`config.mk`:
```
export PLATFORM = sky130hd
export DESIGN_NAME = vdma_cmd_decoder
export DESIGN_NICKNAME = d
export VERILOG_FILES = /design/src/rtl/vdma_dec_pkg.sv /design/src/rtl/vdma_opc_table.sv /design/src/rtl/vdma_field_mux.sv /design/src/rtl/vdma_out_stage.sv /design/src/rtl/vdma_cmd_decoder.sv
export SDC_FILE = /design/constraint.sdc
export NUM_CORES = 1
export LEC_CHECK = 0
export ABC_AREA = 1
export ABC_CLOCK_PERIOD_IN_PS = 980
export BUFFER_PORTS_ARGS = -buffer_cell sky130_fd_sc_hd__buf_4
export CORE_MARGIN = 3
export CORE_UTILIZATION = 44
export DETAILED_ROUTE_END_ITERATION = 16
export HOLD_SLACK_MARGIN = 0.1
export PLACE_DENSITY_LB_ADDON = 0.08
export REMOVE_ABC_BUFFERS = 1
export SYNTH_ARGS = -nofsm -noshare
export SYNTH_HDL_FRONTEND = slang
export SYNTH_HIERARCHICAL = 1
export SYNTH_SLANG_ARGS = --single-unit
```
`constraint.sdc`:
```
create_clock -name clk -period 0.98 [get_ports clk]
set_input_delay 0.049 -clock clk [delete_from_list [all_inputs] [get_ports clk]]
set_output_delay 0.049 -clock clk [all_outputs]
set_load 0.02 [all_outputs]
```
`src/rtl/vdma_dec_pkg.sv`:
```
package vdma_dec_pkg;

   // Default word layout
   localparam int unsigned DEF_CMD_W    = 32;
   localparam int unsigned DEF_ADDR_W   = 32;
   localparam int unsigned DEF_MARK_BIT = 31;
   localparam int unsigned DEF_OP_LSB   = 28;
   localparam int unsigned DEF_OP_W     = 3;
   localparam int unsigned DEF_IRQ_BIT  = 27;
   localparam int unsigned DEF_DT_LSB   = 24;
   localparam int unsigned DEF_DT_W     = 3;
   localparam int unsigned DEF_ST_LSB   = 12;
   localparam int unsigned DEF_ST_W     = 12;
   localparam int unsigned DEF_CNT_LSB  = 0;
   localparam int unsigned DEF_CNT_W    = 12;

   // Default opcode assignment
   localparam int unsigned DEF_OPC_SYNC_ODD  = 0;
   localparam int unsigned DEF_OPC_SYNC_EVEN = 1;
   localparam int unsigned DEF_OPC_JUMP      = 2;
   localparam int unsigned DEF_OPC_LINE      = 3;
   localparam int unsigned DEF_OPC_INLINE    = 4;

   // Which fields an opcode carries
   typedef enum logic [1:0] {
      KIND_NONE = 2'd0,  // undefined opcode
      KIND_SYNC = 2'd1,  // interrupt bit only
      KIND_JUMP = 2'd2,  // plus address
      KIND_DATA = 2'd3   // plus type, start, count, address
   } vdma_kind_e;

endpackage

```
`src/rtl/vdma_opc_table.sv`:
```
module vdma_opc_table
   import vdma_dec_pkg::*;
#(
   parameter int unsigned OP_W          = DEF_OP_W,
   parameter int unsigned OPC_SYNC_ODD  = DEF_OPC_SYNC_ODD,
   parameter int unsigned OPC_SYNC_EVEN = DEF_OPC_SYNC_EVEN,
   parameter int unsigned OPC_JUMP      = DEF_OPC_JUMP,
   parameter int unsigned OPC_LINE      = DEF_OPC_LINE,
   parameter int unsigned OPC_INLINE    = DEF_OPC_INLINE
) (
   input  logic [OP_W-1:0] opcode,
   output vdma_kind_e      kind
);

   localparam int unsigned NUM_OPC = 1 << OP_W;

   // Elaboration checks on the opcode assignment
   if (OPC_SYNC_ODD >= NUM_OPC || OPC_SYNC_EVEN >= NUM_OPC || OPC_JUMP >= NUM_OPC ||
       OPC_LINE >= NUM_OPC || OPC_INLINE >= NUM_OPC) begin : g_opc_range_bad
      $error("vdma_opc_table: opcode value does not fit OP_W");
   end
   if (OPC_SYNC_ODD == OPC_SYNC_EVEN || OPC_SYNC_ODD == OPC_JUMP ||
       OPC_SYNC_ODD == OPC_LINE || OPC_SYNC_ODD == OPC_INLINE ||
       OPC_SYNC_EVEN == OPC_JUMP || OPC_SYNC_EVEN == OPC_LINE ||
       OPC_SYNC_EVEN == OPC_INLINE || OPC_JUMP == OPC_LINE ||
       OPC_JUMP == OPC_INLINE || OPC_LINE == OPC_INLINE) begin : g_opc_dup_bad
      $error("vdma_opc_table: opcode values must be distinct");
   end

   vdma_kind_e kind_lut [NUM_OPC];

   // One entry per opcode value, resolved at elaboration
   for (genvar c = 0; c < NUM_OPC; c++) begin : g_lut
      if (c == OPC_SYNC_ODD || c == OPC_SYNC_EVEN) begin : g_sync
         assign kind_lut[c] = KIND_SYNC;
      end else if (c == OPC_JUMP) begin : g_jump
         assign kind_lut[c] = KIND_JUMP;
      end else if (c == OPC_LINE || c == OPC_INLINE) begin : g_data
         assign kind_lut[c] = KIND_DATA;
      end else begin : g_none
         assign kind_lut[c] = KIND_NONE;
      end
   end

   assign kind = kind_lut[opcode];

endmodule

```
`src/rtl/vdma_field_mux.sv`:
```
module vdma_field_mux
   import vdma_dec_pkg::*;
#(
   parameter int unsigned CMD_W    = DEF_CMD_W,
   parameter int unsigned ADDR_W   = DEF_ADDR_W,
   parameter int unsigned MARK_BIT = DEF_MARK_BIT,
   parameter int unsigned OP_LSB   = DEF_OP_LSB,
   parameter int unsigned OP_W     = DEF_OP_W,
   parameter int unsigned IRQ_BIT  = DEF_IRQ_BIT,
   parameter int unsigned DT_LSB   = DEF_DT_LSB,
   parameter int unsigned DT_W     = DEF_DT_W,
   parameter int unsigned ST_LSB   = DEF_ST_LSB,
   parameter int unsigned ST_W     = DEF_ST_W,
   parameter int unsigned CNT_LSB  = DEF_CNT_LSB,
   parameter int unsigned CNT_W    = DEF_CNT_W
) (
   input  logic [CMD_W-1:0]  cmd,
   input  logic [ADDR_W-1:0] addr_word,
   input  vdma_kind_e        kind,
   output logic [OP_W-1:0]   d_op,
   output logic              d_irq,
   output logic [DT_W-1:0]   d_dtype,
   output logic [ST_W-1:0]   d_start,
   output logic [CNT_W-1:0]  d_count,
   output logic [ADDR_W-1:0] d_addr,
   output logic              d_invalid
);

   localparam int unsigned OP_MSB  = OP_LSB + OP_W - 1;
   localparam int unsigned DT_MSB  = DT_LSB + DT_W - 1;
   localparam int unsigned ST_MSB  = ST_LSB + ST_W - 1;
   localparam int unsigned CNT_MSB = CNT_LSB + CNT_W - 1;

   // Elaboration checks on the field layout: descending, non-overlapping
   if (MARK_BIT >= CMD_W) begin : g_mark_bad
      $error("vdma_field_mux: marker bit outside command word");
   end
   if (OP_MSB >= MARK_BIT) begin : g_op_bad
      $error("vdma_field_mux: opcode field overlaps marker");
   end
   if (IRQ_BIT >= OP_LSB) begin : g_irq_bad
      $error("vdma_field_mux: interrupt bit overlaps opcode");
   end
   if (DT_MSB >= IRQ_BIT || ST_MSB >= DT_LSB || CNT_MSB >= ST_LSB) begin : g_fld_bad
      $error("vdma_field_mux: data fields overlap");
   end

   logic accept;
   logic has_addr;
   logic has_data;

   always_comb begin
      accept   = cmd[MARK_BIT] && (kind != KIND_NONE);
      has_addr = accept && (kind == KIND_JUMP || kind == KIND_DATA);
      has_data = accept && (kind == KIND_DATA);

      d_invalid = !accept;
      d_op      = accept   ? cmd[OP_MSB:OP_LSB]   : '0;
      d_irq     = accept   && cmd[IRQ_BIT];
      d_dtype   = has_data ? cmd[DT_MSB:DT_LSB]   : '0;
      d_start   = has_data ? cmd[ST_MSB:ST_LSB]   : '0;
      d_count   = has_data ? cmd[CNT_MSB:CNT_LSB] : '0;
      d_addr    = has_addr ? addr_word            : '0;
   end

endmodule

```
`src/rtl/vdma_out_stage.sv`:
```
module vdma_out_stage #(
   parameter int unsigned OP_W   = 3,
   parameter int unsigned DT_W   = 3,
   parameter int unsigned ST_W   = 12,
   parameter int unsigned CNT_W  = 12,
   parameter int unsigned ADDR_W = 32
) (
   input  logic              clk,
   input  logic              rst_n,
   input  logic              load,
   input  logic [OP_W-1:0]   d_op,
   input  logic              d_irq,
   input  logic [DT_W-1:0]   d_dtype,
   input  logic [ST_W-1:0]   d_start,
   input  logic [CNT_W-1:0]  d_count,
   input  logic [ADDR_W-1:0] d_addr,
   input  logic              d_invalid,
   output logic              q_valid,
   output logic [OP_W-1:0]   q_op,
   output logic              q_irq,
   output logic [DT_W-1:0]   q_dtype,
   output logic [ST_W-1:0]   q_start,
   output logic [CNT_W-1:0]  q_count,
   output logic [ADDR_W-1:0] q_addr,
   output logic              q_invalid
);

   always_ff @(posedge clk) begin
      if (!rst_n) begin
         q_valid   <= 1'b0;
         q_op      <= '0;
         q_irq     <= 1'b0;
         q_dtype   <= '0;
         q_start   <= '0;
         q_count   <= '0;
         q_addr    <= '0;
         q_invalid <= 1'b0;
      end else begin
         q_valid <= load;
         if (load) begin
            q_op      <= d_op;
            q_irq     <= d_irq;
            q_dtype   <= d_dtype;
            q_start   <= d_start;
            q_count   <= d_count;
            q_addr    <= d_addr;
            q_invalid <= d_invalid;
         end
      end
   end


   hold_when_idle_chk: assert property (@(posedge clk) disable iff (!rst_n)
      !load |=> $stable(q_op) && $stable(q_addr) && $stable(q_count) && $stable(q_invalid));

endmodule

```
`src/rtl/vdma_cmd_decoder.sv`:
```
module vdma_cmd_decoder
   import vdma_dec_pkg::*;
#(
   parameter int unsigned CMD_W         = DEF_CMD_W,
   parameter int unsigned ADDR_W        = DEF_ADDR_W,
   parameter int unsigned MARK_BIT      = DEF_MARK_BIT,
   parameter int unsigned OP_LSB        = DEF_OP_LSB,
   parameter int unsigned OP_W          = DEF_OP_W,
   parameter int unsigned IRQ_BIT       = DEF_IRQ_BIT,
   parameter int unsigned DT_LSB        = DEF_DT_LSB,
   parameter int unsigned DT_W          = DEF_DT_W,
   parameter int unsigned ST_LSB        = DEF_ST_LSB,
   parameter int unsigned ST_W          = DEF_ST_W,
   parameter int unsigned CNT_LSB       = DEF_CNT_LSB,
   parameter int unsigned CNT_W         = DEF_CNT_W,
   parameter int unsigned OPC_SYNC_ODD  = DEF_OPC_SYNC_ODD,
   parameter int unsigned OPC_SYNC_EVEN = DEF_OPC_SYNC_EVEN,
   parameter int unsigned OPC_JUMP      = DEF_OPC_JUMP,
   parameter int unsigned OPC_LINE      = DEF_OPC_LINE,
   parameter int unsigned OPC_INLINE    = DEF_OPC_INLINE
) (
   input  logic              clk,
   input  logic              rst_n,
   input  logic              in_valid,
   input  logic [CMD_W-1:0]  in_cmd,
   input  logic [ADDR_W-1:0] in_addr,
   output logic              out_valid,
   output logic [OP_W-1:0]   out_op,
   output logic              out_irq,
   output logic [DT_W-1:0]   out_dtype,
   output logic [ST_W-1:0]   out_start,
   output logic [CNT_W-1:0]  out_count,
   output logic [ADDR_W-1:0] out_addr,
   output logic              out_invalid
);

   localparam int unsigned OP_MSB  = OP_LSB + OP_W - 1;
   localparam int unsigned CNT_MSB = CNT_LSB + CNT_W - 1;
   localparam logic [OP_W-1:0] C_SO = OP_W'(OPC_SYNC_ODD);
   localparam logic [OP_W-1:0] C_SE = OP_W'(OPC_SYNC_EVEN);
   localparam logic [OP_W-1:0] C_JP = OP_W'(OPC_JUMP);
   localparam logic [OP_W-1:0] C_LS = OP_W'(OPC_LINE);
   localparam logic [OP_W-1:0] C_IL = OP_W'(OPC_INLINE);

   vdma_kind_e         kind;
   logic [OP_W-1:0]    d_op;
   logic               d_irq;
   logic [DT_W-1:0]    d_dtype;
   logic [ST_W-1:0]    d_start;
   logic [CNT_W-1:0]   d_count;
   logic [ADDR_W-1:0]  d_addr;
   logic               d_invalid;

   vdma_opc_table #(
      .OP_W          (OP_W),
      .OPC_SYNC_ODD  (OPC_SYNC_ODD),
      .OPC_SYNC_EVEN (OPC_SYNC_EVEN),
      .OPC_JUMP      (OPC_JUMP),
      .OPC_LINE      (OPC_LINE),
      .OPC_INLINE    (OPC_INLINE)
   ) u_table (
      .opcode (in_cmd[OP_MSB:OP_LSB]),
      .kind   (kind)
   );

   vdma_field_mux #(
      .CMD_W    (CMD_W),
      .ADDR_W   (ADDR_W),
      .MARK_BIT (MARK_BIT),
      .OP_LSB   (OP_LSB),
      .OP_W     (OP_W),
      .IRQ_BIT  (IRQ_BIT),
      .DT_LSB   (DT_LSB),
      .DT_W     (DT_W),
      .ST_LSB   (ST_LSB),
      .ST_W     (ST_W),
      .CNT_LSB  (CNT_LSB),
      .CNT_W    (CNT_W)
   ) u_mux (
      .cmd       (in_cmd),
      .addr_word (in_addr),
      .kind      (kind),
      .d_op      (d_op),
      .d_irq     (d_irq),
      .d_dtype   (d_dtype),
      .d_start   (d_start),
      .d_count   (d_count),
      .d_addr    (d_addr),
      .d_invalid (d_invalid)
   );

   vdma_out_stage #(
      .OP_W   (OP_W),
      .DT_W   (DT_W),
      .ST_W   (ST_W),
      .CNT_W  (CNT_W),
      .ADDR_W (ADDR_W)
   ) u_stage (
      .clk       (clk),
      .rst_n     (rst_n),
      .load      (in_valid),
      .d_op      (d_op),
      .d_irq     (d_irq),
      .d_dtype   (d_dtype),
      .d_start   (d_start),
      .d_count   (d_count),
      .d_addr    (d_addr),
      .d_invalid (d_invalid),
      .q_valid   (out_valid),
      .q_op      (out_op),
      .q_irq     (out_irq),
      .q_dtype   (out_dtype),
      .q_start   (out_start),
      .q_count   (out_count),
      .q_addr    (out_addr),
      .q_invalid (out_invalid)
   );


   strobe_follow_chk: assert property (@(posedge clk) disable iff (!rst_n)
      in_valid |=> out_valid);


   strobe_idle_chk: assert property (@(posedge clk) disable iff (!rst_n)
      !in_valid |=> !out_valid);


   mark_clear_chk: assert property (@(posedge clk) disable iff (!rst_n)
      in_valid && !in_cmd[MARK_BIT] |=>
         out_invalid && out_op == '0 && !out_irq && out_addr == '0 && out_count == '0);


   invalid_zero_chk: assert property (@(posedge clk) disable iff (!rst_n)
      out_valid && out_invalid |->
         out_dtype == '0 && out_start == '0 && out_count == '0 && out_addr == '0 && !out_irq);


   irq_copy_chk: assert property (@(posedge clk) disable iff (!rst_n)
      out_valid && !out_invalid |-> out_irq == $past(in_cmd[IRQ_BIT]));


   sync_fields_chk: assert property (@(posedge clk) disable iff (!rst_n)
      out_valid && !out_invalid && (out_op == C_SO || out_op == C_SE) |->
         out_dtype == '0 && out_start == '0 && out_count == '0 && out_addr == '0);


   jump_fields_chk: assert property (@(posedge clk) disable iff (!rst_n)
      out_valid && !out_invalid && out_op == C_JP |->
         out_dtype == '0 && out_start == '0 && out_count == '0 && out_addr == $past(in_addr));


   data_fields_chk: assert property (@(posedge clk) disable iff (!rst_n)
      in_valid && in_cmd[MARK_BIT] &&
      (in_cmd[OP_MSB:OP_LSB] == C_LS || in_cmd[OP_MSB:OP_LSB] == C_IL) |=>
         !out_invalid && out_addr == $past(in_addr) &&
         out_count == $past(in_cmd[CNT_MSB:CNT_LSB]));

endmodule

```
==> impl_metrics.ini <==
[outcome]
status = finished clean

[global_route]
antenna_found_initial = 0
grt_max_degree = 50
grt_pass1_vias = 3276
grt_usage_pct = 20.9
overflow = 0
grt_pass1_wl_um = 14400

[logic_synthesis]
synthesis.area_sq_um = 3220
synth_top_area_cell = dfxtp_1
yosysWarnings = 6
ys_ff_latch = 65
synth.distinct_cells = 12
synthCells = 550
yosys-top-cells-area = dfxtp_1 40%, nor2_1 22%, nand2_1 16%, inv_1 15%, buf_4 3.3%
synth_top_cell_area_share_pct = 40.5
seq_area_frac_synth_pct = 40.5
synth_area_per_cell_sq_um = 5.85

[pwr]
seq_power_share_pct = 42.9
power_frac_comb_pct = 21.8
ir_drop_v = 0.000787
p_leak_nw = 2.82
sw_frac_of_total_pct = 26.7
internal-power_mw = 4.90
clock_power_share_pct = 35.3
powerDensity_nw_per_um2 = 1320
switching_power_mw = 1.78

[cts]
clkTransAtPathRegs_ns = 0.07
postCtsSetupRepairBufs = 0
clockRootBuffer = clkbuf_8
cts_tree = yes
clkLatencyLatePin_ns = 0.32
numClockSinks = 65
cts_buffer_depth = 2
htree_levels = 3
cts_made_buffers = 9

[floorplanning]
start_util_pct = 46.3
dieWidth_um = 91.5
die_h_um = 91.5
fp-row-count = 30
io-pin-count = 132
die_area_sq_um = 8370
coreArea_sq_um = 6940

[layout]
nets = 796
areaGrowthSynthToFinish_pct = 56.9
drive_above_1_share_pct = 21.3
instances_no_fill = 830
post-route-cell-area_sq_um = 5050
post-route-util_pct = 72.7
diodes = 0

[sta]
setup_slack_ns = 0.0919
slew_violations = 0
min_period_ns = 0.888
rsz0062_at_grt = no
finalHoldViolations = 0
finalSetupViolCount = 0
fin_crit_sh_pct = 90.6
finClkSkew_ns = 0
max_freq_ghz = 1.13
relSlewSlack_pct = 81.8
tightest_slew_ns = 0.273

[job]
drv_cap = 0

[drt]
drt-initial-drc-count = 134
dr.pass1.iters = 4
drtAntennaViolNets = 0
viasPerCell = 4.13
wirelength_um = 8450
drc_errors = 0
wl_per_cell_um = 10.2
via_count = 3427

[critical_path]
critPathSlowestCell = dfxtp_1
worst_setup_path_start_kind = register
max_stage_delay_ns = 0.36
worstPathCellList = buf_4
worstPathRequired_ns = 0.93
cp-end-kind = primary output
arrival_ns = 0.84
cp_num_buf_inv = 1
crit_type = reg2out
path_max_fanout = 2
path_delay_family = flip-flops

[placed_design]
place_ws_ns = -0.231
port_buffers = 131
dpl_cell_area_sq_um = 4300
globalplace.congestion = 0.749
post-place-cells = 760
hpwl_um = 5360

[worst_hold_path]
hold_path.class = in2reg
==> power groups by stage <==
stage / combinational (mW) / sequential (mW) / clock, mW
finish: 1.45 / 2.87 / 2.36
global route: 1.62 / 2.89 / 2.54
CTS: 1.45 / 2.87 / 2.46
detailed placement: 1.27 / 2.93 / 0
global placement: 1.25 / 2.93 / 0
floorplan: 0.407 / 3.10 / 0
==> what timing repair did <==
item | 4_1_cts | 5_1_grt
endpoints found under the hold margin | 54 | 0
hold buffers | 54 | 0
resized for setup | 0 | 1
endpoints found under the setup margin | 0 | 21
==> sequential cells by signal (all words and copies together), names as in the netlist <==
register	flops
u_stage/q_addr	32
u_stage/q_count	12
u_stage/q_start	12
u_stage/q_dtype	3
u_stage/q_invalid	1
u_stage/q_op	3
u_stage/q_irq	1
u_stage/q_valid	1
==> cells in the mapped netlist <==
library cell  count
nor2_1          188
nand2_1         134
inv_1           129
dfxtp_1          65
buf_4            14
buf_2             9
a21oi_1           4
buf_6             2
o21ai_0           2
clkbuf_1          1
nand2_2           1
nand3_2           1
==> worst min-delay path, stage by stage <==
cell and delay, ns:
buf_4 0.11, inv_1 0.04, nor2_1 0.04, inv_1 0.04, nand2_1 0.04, nand2_1 0.05
nor2_1 0.04
==> final timing paths <==
check                           slack [ns]               start            endpoint  cells past startpoint
worst min register to register        0.47  u_stage/q_addr[30]  u_stage/q_addr[30]                      2
worst max-delay path                  0.09  u_stage/q_addr[24]        out_addr[24]                      1
worst max register to register        0.37  u_stage/q_addr[24]  u_stage/q_addr[24]                      2
worst min-delay path                  0.12          in_addr[8]   u_stage/q_addr[8]                      7
==> logic make-up after synthesis <==
group,count (synthesis),synth area share (%)
simple gates,324,38.1
buf+inv,155,20.5
flops,65,40.5
compound gates,6,0.934
==> layer usage <==
layer | track usage, % | part of all wire, % | vias to the layer above
met3 | 4.06 | 5.5 | 12
met5 | 0 | 0 | -
met2 | 36.2 | 50 | 82
li1 | - | - | 1869
met4 | 9.42 | 2.0 | 0
met1 | 24.7 | 43 | 1464
==> cell usage in the layout, fill, tap and decap left out <==
master,n
buf_12,7
nor2_1,188
clkinv_2,1
inv_1,129
dlygate4sd3_1,54
o21ai_1,1
nand3_2,1
a21oi_1,4
clkbuf_1,2
o21ai_0,1
nand2_1,134
bufinv_16,1
clkbuf_8,12
nand2_2,1
buf_4,133
dfxtp_1,65
==> area by class of cell <==
class	instances	area (sq um)
fill	589	1900
timing repair buffer	194	1680
sequential	65	1300
multi-input combinational	330	1250
inverter	129	484
clock buffer	14	173
tap	96	120
clock inverter	2	35.0
==> through the flow <==
step | TNS (ns) | total power [mW] | hold slack, ns
floorplan | -3.55 | 3.51 | 0.142
global placement | -8.38 | 4.18 | 0.425
detailed placement | -10.86 | 4.20 | 0.434
CTS | 0 | 6.78 | 0.101
global route | 0 | 7.04 | 0.128
finish | 0 | 6.69 | 0.120
Note: power is estimated with default switching activity, not from simulation.
